## src/rtl/sdc_pkg.sv

```systemverilog
package sdc_pkg;

    // Device geometry
    localparam int BA_W    = 2;
    localparam int A_W     = 11;
    localparam int COL_W   = 8;
    localparam int DQ_W    = 32;
    localparam int BE_W    = DQ_W / 8;
    localparam int HADDR_W = BA_W + A_W + COL_W;
    localparam int AP_BIT  = 10;

    // {cs_n, ras_n, cas_n, we_n}
    typedef enum logic [3:0] {
        CMD_LMR  = 4'b0000,
        CMD_AREF = 4'b0001,
        CMD_PRE  = 4'b0010,
        CMD_ACT  = 4'b0011,
        CMD_WR   = 4'b0100,
        CMD_RD   = 4'b0101,
        CMD_NOP  = 4'b0111
    } cmd_e;

    typedef struct packed {
        cmd_e            cmd;
        logic [BA_W-1:0] ba;
        logic [A_W-1:0]  a;
    } bus_t;

    typedef enum logic [2:0] {
        ST_POWER,
        ST_INIT_REF,
        ST_LOAD_MODE,
        ST_IDLE,
        ST_ACCESS
    } state_e;

    localparam bus_t BUS_NOP = '{cmd: CMD_NOP, ba: '0, a: '0};

    function automatic int unsigned max2(int unsigned x, int unsigned y);
        return (x > y) ? x : y;
    endfunction

    // Counter load value for a gap of v clocks between commands
    function automatic int unsigned gap_load(int unsigned v);
        return (v > 1) ? v - 1 : 0;
    endfunction

    // Burst of one, sequential order, latency in bits 6:4
    function automatic logic [A_W-1:0] mode_word(int unsigned cl);
        logic [A_W-1:0] w;
        w      = '0;
        w[6:4] = cl[2:0];
        return w;
    endfunction

endpackage

```

## src/rtl/sdc_countdown.sv

```systemverilog
module sdc_countdown #(
    parameter int unsigned W       = 8,
    parameter int unsigned RST_VAL = 0,
    parameter int unsigned MAXV    = 255
) (
    input  logic         clk,
    input  logic         rst,
    input  logic         load,
    input  logic [W-1:0] load_val,
    output logic         zero
);
    logic [W-1:0] cnt;

    always_ff @(posedge clk) begin
        if (rst)             cnt <= W'(RST_VAL);
        else if (load)       cnt <= load_val;
        else if (cnt != '0)  cnt <= cnt - 1'b1;
    end

    assign zero = (cnt == '0);


    cnt_bound_chk: assert property (@(posedge clk) disable iff (rst)
        cnt <= W'(MAXV));
endmodule

```

## src/rtl/sdc_refresh.sv

```systemverilog
module sdc_refresh #(
    parameter int unsigned INTERVAL = 1560
) (
    input  logic clk,
    input  logic rst,
    input  logic clr,
    output logic due
);
    localparam int unsigned W = $clog2(INTERVAL + 1);
    logic [W-1:0] cnt;

    always_ff @(posedge clk) begin
        if (rst || clr)                 cnt <= '0;
        else if (cnt < W'(INTERVAL))    cnt <= cnt + 1'b1;
    end

    assign due = (cnt >= W'(INTERVAL));


    ref_sat_chk: assert property (@(posedge clk) disable iff (rst)
        cnt <= W'(INTERVAL));

    due_hold_chk: assert property (@(posedge clk) disable iff (rst)
        (due && !clr) |=> due);
endmodule

```

## src/rtl/sdc_rdpipe.sv

```systemverilog
module sdc_rdpipe #(
    parameter int unsigned CL   = 3,
    parameter int unsigned DW   = 32
) (
    input  logic          clk,
    input  logic          rst,
    input  logic          rd_on_pins,
    input  logic [DW-1:0] dq_in,
    output logic          rsp_valid,
    output logic [DW-1:0] rsp_rdata
);
    logic [CL-1:0] stage;

    generate
        if (CL == 1) begin : g_single
            always_ff @(posedge clk) begin
                if (rst) stage <= '0;
                else     stage <= rd_on_pins;
            end
        end else begin : g_shift
            always_ff @(posedge clk) begin
                if (rst) stage <= '0;
                else     stage <= {stage[CL-2:0], rd_on_pins};
            end
        end
    endgenerate

    always_ff @(posedge clk) begin
        if (rst) begin
            rsp_valid <= 1'b0;
            rsp_rdata <= '0;
        end else begin
            rsp_valid <= stage[CL-1];
            if (stage[CL-1]) rsp_rdata <= dq_in;
        end
    end


    rsp_pulse_chk: assert property (@(posedge clk) disable iff (rst)
        rsp_valid |=> !rsp_valid);
endmodule

```

## src/rtl/sdram_ctl.sv

```systemverilog
module sdram_ctl
    import sdc_pkg::*;
#(
    parameter int unsigned CL           = 3,
    parameter int unsigned T_RCD        = 3,
    parameter int unsigned T_RP         = 3,
    parameter int unsigned T_RFC        = 10,
    parameter int unsigned T_MRD        = 2,
    parameter int unsigned T_WR         = 2,
    parameter int unsigned INIT_CYC     = 10000,
    parameter int unsigned INIT_REFS    = 2,
    parameter int unsigned REF_INTERVAL = 1560
) (
    input  logic               clk,
    input  logic               rst,
    input  logic               req_valid,
    output logic               req_ready,
    input  logic               req_write,
    input  logic [HADDR_W-1:0] req_addr,
    input  logic [DQ_W-1:0]    req_wdata,
    input  logic [BE_W-1:0]    req_be,
    output logic               rsp_valid,
    output logic [DQ_W-1:0]    rsp_rdata,
    output logic               sd_cs_n,
    output logic               sd_ras_n,
    output logic               sd_cas_n,
    output logic               sd_we_n,
    output logic [BA_W-1:0]    sd_ba,
    output logic [A_W-1:0]     sd_a,
    output logic [BE_W-1:0]    sd_dqm,
    output logic [DQ_W-1:0]    sd_dq_out,
    output logic               sd_dq_oe,
    input  logic [DQ_W-1:0]    sd_dq_in
);
    localparam int unsigned RD_TAIL = CL + T_RP;
    localparam int unsigned WR_TAIL = T_WR + T_RP;
    localparam int unsigned MAXV    = max2(max2(max2(INIT_CYC, T_RFC), max2(RD_TAIL, WR_TAIL)),
                                           max2(max2(T_RCD, T_RP), T_MRD));
    localparam int unsigned CW      = $clog2(MAXV + 1);
    localparam int unsigned NREF_W  = $clog2(INIT_REFS + 1);

    localparam logic [CW-1:0] LD_RP  = CW'(gap_load(T_RP));
    localparam logic [CW-1:0] LD_RFC = CW'(gap_load(T_RFC));
    localparam logic [CW-1:0] LD_MRD = CW'(gap_load(T_MRD));
    localparam logic [CW-1:0] LD_RCD = CW'(gap_load(T_RCD));
    localparam logic [CW-1:0] LD_RDT = CW'(gap_load(RD_TAIL));
    localparam logic [CW-1:0] LD_WRT = CW'(gap_load(WR_TAIL));

    state_e              state_q, state_d;
    bus_t                bus_q, bus_d;
    logic                oe_q, oe_d;
    logic [DQ_W-1:0]     dout_q, dout_d;
    logic [BE_W-1:0]     dqm_q, dqm_d;
    logic [NREF_W-1:0]   nref_q, nref_d;
    logic                mode_q, mode_d;
    logic                take;

    logic                lat_write;
    logic [BA_W-1:0]     lat_bank;
    logic [COL_W-1:0]    lat_col;
    logic [DQ_W-1:0]     lat_wdata;
    logic [BE_W-1:0]     lat_be;

    logic                tmr_load, tmr_zero;
    logic [CW-1:0]       tmr_val;
    logic                ref_due;

    sdc_countdown #(.W(CW), .RST_VAL(INIT_CYC), .MAXV(MAXV)) u_wait (
        .clk(clk), .rst(rst), .load(tmr_load), .load_val(tmr_val), .zero(tmr_zero)
    );

    sdc_refresh #(.INTERVAL(REF_INTERVAL)) u_ref (
        .clk(clk), .rst(rst), .clr(bus_d.cmd == CMD_AREF), .due(ref_due)
    );

    sdc_rdpipe #(.CL(CL), .DW(DQ_W)) u_rd (
        .clk(clk), .rst(rst), .rd_on_pins(bus_q.cmd == CMD_RD),
        .dq_in(sd_dq_in), .rsp_valid(rsp_valid), .rsp_rdata(rsp_rdata)
    );

    assign req_ready = (state_q == ST_IDLE) && tmr_zero && !ref_due;

    always_comb begin
        state_d  = state_q;
        bus_d    = BUS_NOP;
        tmr_load = 1'b0;
        tmr_val  = '0;
        oe_d     = 1'b0;
        dout_d   = dout_q;
        dqm_d    = '0;
        nref_d   = nref_q;
        mode_d   = mode_q;
        take     = 1'b0;
        case (state_q)
            ST_POWER: if (tmr_zero) begin
                bus_d.cmd       = CMD_PRE;
                bus_d.a[AP_BIT] = 1'b1;
                tmr_load        = 1'b1;
                tmr_val         = LD_RP;
                state_d         = ST_INIT_REF;
            end
            ST_INIT_REF: if (tmr_zero) begin
                bus_d.cmd = CMD_AREF;
                tmr_load  = 1'b1;
                tmr_val   = LD_RFC;
                nref_d    = nref_q + 1'b1;
                if (nref_q == NREF_W'(INIT_REFS - 1)) state_d = ST_LOAD_MODE;
            end
            ST_LOAD_MODE: if (tmr_zero) begin
                bus_d.cmd = CMD_LMR;
                bus_d.a   = mode_word(CL);
                tmr_load  = 1'b1;
                tmr_val   = LD_MRD;
                mode_d    = 1'b1;
                state_d   = ST_IDLE;
            end
            ST_IDLE: if (tmr_zero) begin
                if (ref_due) begin
                    bus_d.cmd = CMD_AREF;
                    tmr_load  = 1'b1;
                    tmr_val   = LD_RFC;
                end else if (req_valid) begin
                    bus_d.cmd = CMD_ACT;
                    bus_d.ba  = req_addr[HADDR_W-1 -: BA_W];
                    bus_d.a   = req_addr[COL_W +: A_W];
                    tmr_load  = 1'b1;
                    tmr_val   = LD_RCD;
                    take      = 1'b1;
                    state_d   = ST_ACCESS;
                end
            end
            ST_ACCESS: if (tmr_zero) begin
                bus_d.cmd              = lat_write ? CMD_WR : CMD_RD;
                bus_d.ba               = lat_bank;
                bus_d.a[COL_W-1:0]     = lat_col;
                bus_d.a[AP_BIT]        = 1'b1;
                tmr_load               = 1'b1;
                tmr_val                = lat_write ? LD_WRT : LD_RDT;
                if (lat_write) begin
                    oe_d   = 1'b1;
                    dout_d = lat_wdata;
                    dqm_d  = ~lat_be;
                end
                state_d = ST_IDLE;
            end
            default: state_d = ST_POWER;
        endcase
    end

    always_ff @(posedge clk) begin
        if (rst) begin
            state_q <= ST_POWER;
            bus_q   <= BUS_NOP;
            oe_q    <= 1'b0;
            dout_q  <= '0;
            dqm_q   <= '0;
            nref_q  <= '0;
            mode_q  <= 1'b0;
        end else begin
            state_q <= state_d;
            bus_q   <= bus_d;
            oe_q    <= oe_d;
            dout_q  <= dout_d;
            dqm_q   <= dqm_d;
            nref_q  <= nref_d;
            mode_q  <= mode_d;
        end
    end

    always_ff @(posedge clk) begin
        if (rst) begin
            lat_write <= 1'b0;
            lat_bank  <= '0;
            lat_col   <= '0;
            lat_wdata <= '0;
            lat_be    <= '0;
        end else if (take) begin
            lat_write <= req_write;
            lat_bank  <= req_addr[HADDR_W-1 -: BA_W];
            lat_col   <= req_addr[COL_W-1:0];
            lat_wdata <= req_wdata;
            lat_be    <= req_be;
        end
    end

    assign {sd_cs_n, sd_ras_n, sd_cas_n, sd_we_n} = bus_q.cmd;
    assign sd_ba     = bus_q.ba;
    assign sd_a      = bus_q.a;
    assign sd_dqm    = dqm_q;
    assign sd_dq_out = dout_q;
    assign sd_dq_oe  = oe_q;

    // Cycles since the last ACT on the pins, saturating; used only by a check
    logic [CW-1:0] since_act;
    always_ff @(posedge clk) begin
        if (rst)                          since_act <= CW'(T_RCD);
        else if (bus_q.cmd == CMD_ACT)    since_act <= CW'(1);
        else if (since_act < CW'(T_RCD))  since_act <= since_act + 1'b1;
    end


    early_cmd_chk: assert property (@(posedge clk) disable iff (rst)
        !mode_q |-> !(bus_q.cmd inside {CMD_ACT, CMD_RD, CMD_WR}));

    rcd_gap_chk: assert property (@(posedge clk) disable iff (rst)
        (bus_q.cmd inside {CMD_RD, CMD_WR}) |-> (since_act >= CW'(T_RCD)));

    oe_only_write_chk: assert property (@(posedge clk) disable iff (rst)
        sd_dq_oe |-> (bus_q.cmd == CMD_WR));

    dqm_idle_chk: assert property (@(posedge clk) disable iff (rst)
        (bus_q.cmd != CMD_WR) |-> (sd_dqm == '0));

    ready_after_init_chk: assert property (@(posedge clk) disable iff (rst)
        req_ready |-> mode_q);
endmodule

```

## config.mk

```make
export PLATFORM = sky130hd
export DESIGN_NAME = sdram_ctl
export DESIGN_NICKNAME = d
export VERILOG_FILES = /design/src/rtl/sdc_pkg.sv /design/src/rtl/sdc_countdown.sv /design/src/rtl/sdc_refresh.sv /design/src/rtl/sdc_rdpipe.sv /design/src/rtl/sdram_ctl.sv
export SDC_FILE = /design/constraint.sdc
export NUM_CORES = 1
export LEC_CHECK = 0
export BUFFER_PORTS_ARGS = -buffer_cell sky130_fd_sc_hd__buf_4
export CORE_ASPECT_RATIO = 0.6
export CORE_MARGIN = 4
export CORE_UTILIZATION = 30
export DETAILED_ROUTE_END_ITERATION = 12
export GPL_TIMING_DRIVEN = 0
export HOLD_SLACK_MARGIN = 0.06
export MAX_ROUTING_LAYER = met4
export SYNTH_ARGS = -nofsm -noshare
export SYNTH_HDL_FRONTEND = slang
export SYNTH_SLANG_ARGS = --single-unit
```

## constraint.sdc

```tcl
create_clock -name clk -period 6.2 [get_ports clk]
set_input_delay 0.31 -clock clk [delete_from_list [all_inputs] [get_ports clk]]
set_output_delay 0.31 -clock clk [all_outputs]
set_load 0.1 [all_outputs]
```

**After elaboration in Yosys (flattened, before gate mapping)**

Index checks and enable logic that the tools add are counted.

- Output and inout port bits: 88
- Input port bits: 93
- Flip-flop bits (word level): 167

- Magnitude comparators: 2
- Bitwise gates (word level): 4
- Add/sub/neg operators: 3
- Reduce and logical (&&, ||, !) cells: 15
- Eq/ne operators: 14
- Multiplexer cells: 44

Operators by type and width:

| operator | count |
|---|---|
| case mux 14 bit (5 select lines) | 1 |
| 2-to-1 mux 14 bit | 4 |
| 2-to-1 mux 3 bit | 12 |
| case mux 8 bit (3 select lines) | 1 |
| case mux 4 bit (5 select lines) | 1 |
| 2-to-1 mux 17 bit | 1 |
| 2-to-1 mux 16 bit | 1 |
| zero test 14 bit | 1 |
| nonzero test 14 bit | 1 |
| subtractor 14 x 1 -> 14 bit, second input constant | 1 |
| 2-to-1 mux 13 bit | 1 |
| != test 2 bit, second input constant | 6 |
| case mux 3 bit (4 select lines) | 1 |
| adder 11 x 1 -> 11 bit, second input constant | 1 |
| >= comparator 11 bit, second input constant | 1 |
| < comparator 11 bit, second input constant | 1 |
| 2-to-1 mux 1 bit | 11 |
| 2-to-1 mux 8 bit | 1 |
| case mux 2 bit (2 select lines) | 2 |
| OR reduction 4 bit | 2 |
| AND reduction 7 bit | 1 |
| == test 3 x 2 -> 1 bit, second input constant | 2 |
| 2-to-1 mux 6 bit | 1 |
| 2-to-1 mux 5 bit | 1 |
| 22 further kinds | 26 |

**Logic depth before layout (Yosys ltp)**

- Depth in word-level cells: 6
- Depth in mapped cells: 8
- Depth with buffers taken out: 6

**Modules after synthesis**

Synthesis repeated with hierarchy kept, for this count alone.

- Cells, all modules: 748
- Area, all modules: 6571.3 µm²

By module, submodules not included:

| module | cells an instance | times used | seq. area each (µm²) | area an instance (µm²) |
|---|---|---|---|---|
| sdram_ctl | 470 | 1 | 2102.0 | 3865.0 |
| sdc_rdpipe | 112 | 1 | 720.7 | 1277.5 |
| sdc_countdown | 97 | 1 | 280.3 | 833.3 |
| sdc_refresh | 69 | 1 | 220.2 | 595.6 |

**Worst setup path after synthesis**

Ideal clock, no wire load.

- Path type: reg2out
- Start point: register u_wait.cnt[4]
- End point: output req_ready
- Required time: 5.890 ns
- Path slack: 2.480 ns
- Data arrival time: 3.410 ns
- Stages on the path, launching flop included: 5
- Buffers on the path: 0
- Path through: dfxtp_1 -> or4_4 -> nor2b_1 -> nand2_1 -> nor3_1

- Word-level cells in the longest chain between the ends: 3

Ends and longest elaborated chain:

| what | RTL line | text |
|---|---|---|
| start: declaration | sdc_countdown.sv:12 | `logic [W-1:0] cnt;` |
| start signal: assignment | sdc_countdown.sv:15 | `if (rst) cnt <= W'(RST_VAL);` |
| start signal: assignment | sdc_countdown.sv:16 | `else if (load) cnt <= load_val;` |
| start signal: assignment | sdc_countdown.sv:17 | `else if (cnt != '0) cnt <= cnt - 1'b1;` |
| zero test 14 bit | sdc_countdown.sv:20 | `assign zero = (cnt == '0);` |
| logical AND 1 bit (2 in a row) | sdram_ctl.sv:81 | `assign req_ready = (state_q == ST_IDLE) && tmr_zero && !ref_due;` |
| end: declaration | sdram_ctl.sv:17 | `output logic req_ready,` |

Every way passes these cells.

**Worst setup path in the final report**

Ends and elaborated chain as after synthesis.

==> impl.org <==
** Status
- Result of the run :: finished clean

** Synth
- Post-synthesis instance area :: 6230 sq um
- Number of enable flip-flop cells after synthesis :: 0
- Of the total synthesized cell area, the portion taken by full adders, half adders and majority gates is 0.0100.
- Mean post-synth cell area :: ~9.4 sq um
- The portion of synthesized area spent on multiplexers is 0.132.
- Of all flip-flops after synthesis, the portion carrying an async set or reset was 0.
- Compound-gate portion of the synthesized area :: 0.0797
- Total of warnings raised by yosys :: 0
- Register bit total from synthesis :: 166
- The number of nets handed over by synthesis was 763.
- Synth cell types :: 45
- Largest family of logic cells by synthesized area :: simple AND/OR/NAND/NOR gates
- Share of synthesized area occupied by flip-flops and latches :: 0.533
- Of the total synthesized cell area, the portion taken by XOR and XNOR cells is 0.0197.
- Simple-gate share of the synthesized area :: 0.189
- Counting every instance in the synthesized netlist gives 665.
- For this run, the leading register cell type out of synthesis is sky130_fd_sc_hd__dfxtp_1.

** STA
- The number of endpoints with negative hold slack in the final report was 0.
- Fmax achieved :: 344 MHz
- Worst-case setup margin in the final layout :: 3.30 ns
- The worst pin sits at a relative slew slack of 0.498.
- Setup violations remaining at the end of the flow were counted as 0.
- The count of pins over their slew limit is 0.
- Unrepaired setup endpoints after global routing :: false
- The clock period could shrink to between 2 and 3 ns.
- Adding up every negative setup slack in the final design gives 0 ns.
- At the pin with the least slew margin, the transition time is ~0.75 ns.
- Dividing the final minimum period by the clock period gives 0.468.
- The clock arrives with about 0.011 ns of skew.

** Global route
- Number of antenna violations at the first check in global routing :: 0
- Number of global-route vias before repair :: between 5000 and 6000
- Maximum number of pins on one net before global-route repair :: 17
- For this run, global-route usage on met1 was measured as 0.207.
- For met2 alone, demand over resource in global routing was 0.198.
- Met3 usage in global routing :: 0.0707
- Summed over all layers, the global routing overflow is 0.
- In this run the most used layer during global routing was met1.
- Global-route wire length before repair :: 27200 um
- For this run, the total global-route usage over all layers was measured as 0.151.

** Clock network
- Number of buffers added to fix hold violations after cts :: 0
- CTS clk-pin slew, worst paths :: ~0.060 ns
- Clock Sinks :: roughly 170
- For the worst-skew pair, the clock arrives at the later sink with an insertion delay of 0.43 ns.
- Root Buffer :: sky130_fd_sc_hd__clkbuf_16
- Once the clock tree was built, the resizer swapped 0 gates to a different size.
- Number of buffers created by CTS :: 17
- TritonCTS built the clock tree.
- The H-tree was split into 4 levels.
- Buffers inserted by post-CTS timing repair :: 0
- Number of buffers between clock root and the deepest sink :: 2

** Final layout
- Final design instance area without fill :: 8520 sq um
- Commonest non-fill, non-tap cell in the layout :: sky130_fd_sc_hd__buf_4
- Footprint of the multi-input gates :: 2690 sq um
- FF/Latch Area :: ~3300 sq um
- Fraction of layout instances using a drive strength above 1 :: 0.259
- Commonest cells after routing, fill and taps aside :: sky130_fd_sc_hd__buf_4, sky130_fd_sc_hd__dfxtp_1, sky130_fd_sc_hd__nor2_1, sky130_fd_sc_hd__nand2_1, sky130_fd_sc_hd__mux2i_1
- Layout overhead on the synthesized area :: 36.8%
- The filler cells instantiated in the layout total just over 2000.
- The repair_antennas step left the layout with diodes totalling 0.
- Final net count :: 960

** Floorplanning
- Core region area :: 20200 sq um
- The floorplan step set the die width to 194 um.
- The initial utilization of the core area, before any placement, comes to 0.308.
- The floorplan step defined a die boundary enclosing ~23000 sq um.
- 181 I/O pins were placed.
- Chip height :: 120 um
- The floorplan has 40 rows.

** Worst setup path
- Kind of capture point of the worst setup path :: output pin
- Along the worst path, the maximum fanout reaches 8.
- Critical Path AT :: 2.59 ns
- The worst register-to-register path ends at lat_col[0].
- Highest-delay cell along the critical path :: sky130_fd_sc_hd__or4_4
- The worst register-to-register path has a depth of 8.
- The worst setup path is launched from a flip-flop.
- Critical path's largest stage delay :: 0.58 ns
- Launch point of the worst reg-to-reg path :: u_ref.cnt[5]
- Crit Path Category :: flip-flop to output pin
- For flop-to-flop paths, the worst setup slack is 3.57 ns.
- The critical path goes through or4_4 > nor2b_1 > nand2_1 > nor3_1 > buf_4.
- For the worst setup path, the data required time is about 6 ns.

** Placement
- Input/output buffers :: about 180
- Timing analysis after detailed placement gives a worst setup slack of 3.17 ns.
- Area after DPL :: 7910 sq um
- RePlAce Congestion :: 0.798
- HPWL after detailed placement :: 12500 um

** Route
- Via/cell ratio :: 4.50
- Drt wl/cell :: ~15 um
- The pre-antenna-repair detailed-routing pass consisted of 4 iterations.
- The detailed router finished its first iteration with 314 violations.
- Vias :: 5157
- The count of nets left with antenna violations once routing finished came out at 0.
- The final layout contains routed wiring with a total length of 17200 um.
- After detailed routing, the number of remaining DRC violations is 0.

** Worst hold path
- In this run the most critical hold path is launched from req_addr[18].
- The worst hold path passes through 3 cells.
- Path class of the lowest-slack min-delay path :: input pin to flip-flop
- For hold timing, the worst endpoint is sd_a[10].

** Pwr
- The worst-case IR drop observed on VDD is 172 uV.
- Summing internal, switching and leakage power gives about 2.3 mW.
- P_leak :: roughly 3.3 nW
- For this design the ratio of total power to cell area is 271 nW/um^2.

** Run
- The tool flagged a number of max-cap violations equal to 0.
layout make-up:
type,instances,area share
Inverter,5,0.00220
Timing Repair Buffer,178,0.157
Multi-Input combinational cell,452,0.315
Clock buffer,20,0.0547
Clock inverter,10,0.0169
Buffer,42,0.0242
Sequential cell,166,0.390
Tap cell,273,0.0401
registers in the layout, indices dropped and copies added (netlist names), 2 cells and up:
name,count
lat_wdata,32
sd_dq_out,32
u_rd.rsp_rdata,32
u_wait.cnt,14
sd_a,11
u_ref.cnt,11
lat_col,8
lat_be,4
sd_dqm,4
state_q,3
u_rd.stage,3
lat_bank,2
nref_q,2
sd_ba,2
through the flow:
stage                     std cells  utilization  hold slack, ns
after global placement         1116        0.391           0.411
after detailed placement       1116        0.391           0.412
after CTS                      1146        0.421          0.0838
after global routing           1146        0.422          0.0811
after floorplan                 665            -           0.401
final                          1146        0.422           0.108
worst max-delay path: cells and delay by family, from the launching register on:
family	cells	cell delay, ns
simple gates	4	1.48
flops	1	0.36
buf+inv	1	0.33
power by group:
| part | switching [mW] | leakage [nW] | internal [mW] | total, mW |
|---|---|---|---|---|
| sequential | 0.0104 | 1.34 | 1.08 | 1.09 |
| clock | 0.446 | 0.291 | 0.665 | 1.11 |
| combinational | 0.0532 | 1.70 | 0.0589 | 0.112 |
worst max-delay path by stage:
stage | start | to | slack, ns
6_report | u_wait.cnt[4] | req_ready | 3.30
5_1_grt | u_wait.cnt[4] | req_ready | 3.11
4_1_cts | state_q[2] | sd_dq_out[17] | 3.13
3_5_place_dp | state_q[2] | sd_dq_out[17] | 3.17
3_3_place_gp | state_q[2] | sd_dq_out[15] | 3.17
2_1_floorplan | u_wait.cnt[4] | req_ready | 2.48
cell usage after synthesis, types with 9 or more instances:
master                     number  area (sq um)
sky130_fd_sc_hd__a21oi_1       47           235
sky130_fd_sc_hd__dfxtp_1      166          3320
sky130_fd_sc_hd__mux2i_1       82           821
sky130_fd_sc_hd__nor2_1       116           435
sky130_fd_sc_hd__nor2b_1        9          56.3
sky130_fd_sc_hd__clkbuf_1      29           109
sky130_fd_sc_hd__o21ai_0        9          45.0
sky130_fd_sc_hd__nor3_1        11          55.1
sky130_fd_sc_hd__a211oi_1       9          67.6
sky130_fd_sc_hd__nand2_1       82           308
kinds of logic after synthesis:
kind of cell | count (synthesis)
buffers and inverters | 47
AOI/OAI and AO/OA | 84
muxes | 82
and+or+nand+nor | 266
adders and majority gates | 5
DFF | 166
xor gates and xnor gates | 14
other | 1
layer usage:
layer  vias up  share of wire
li1       2625              -
met1      2370           0.51
met2       150           0.39
met3        12          0.092
met4         0         0.0071
met5         -              0
(Power assumes the default switching activity.)
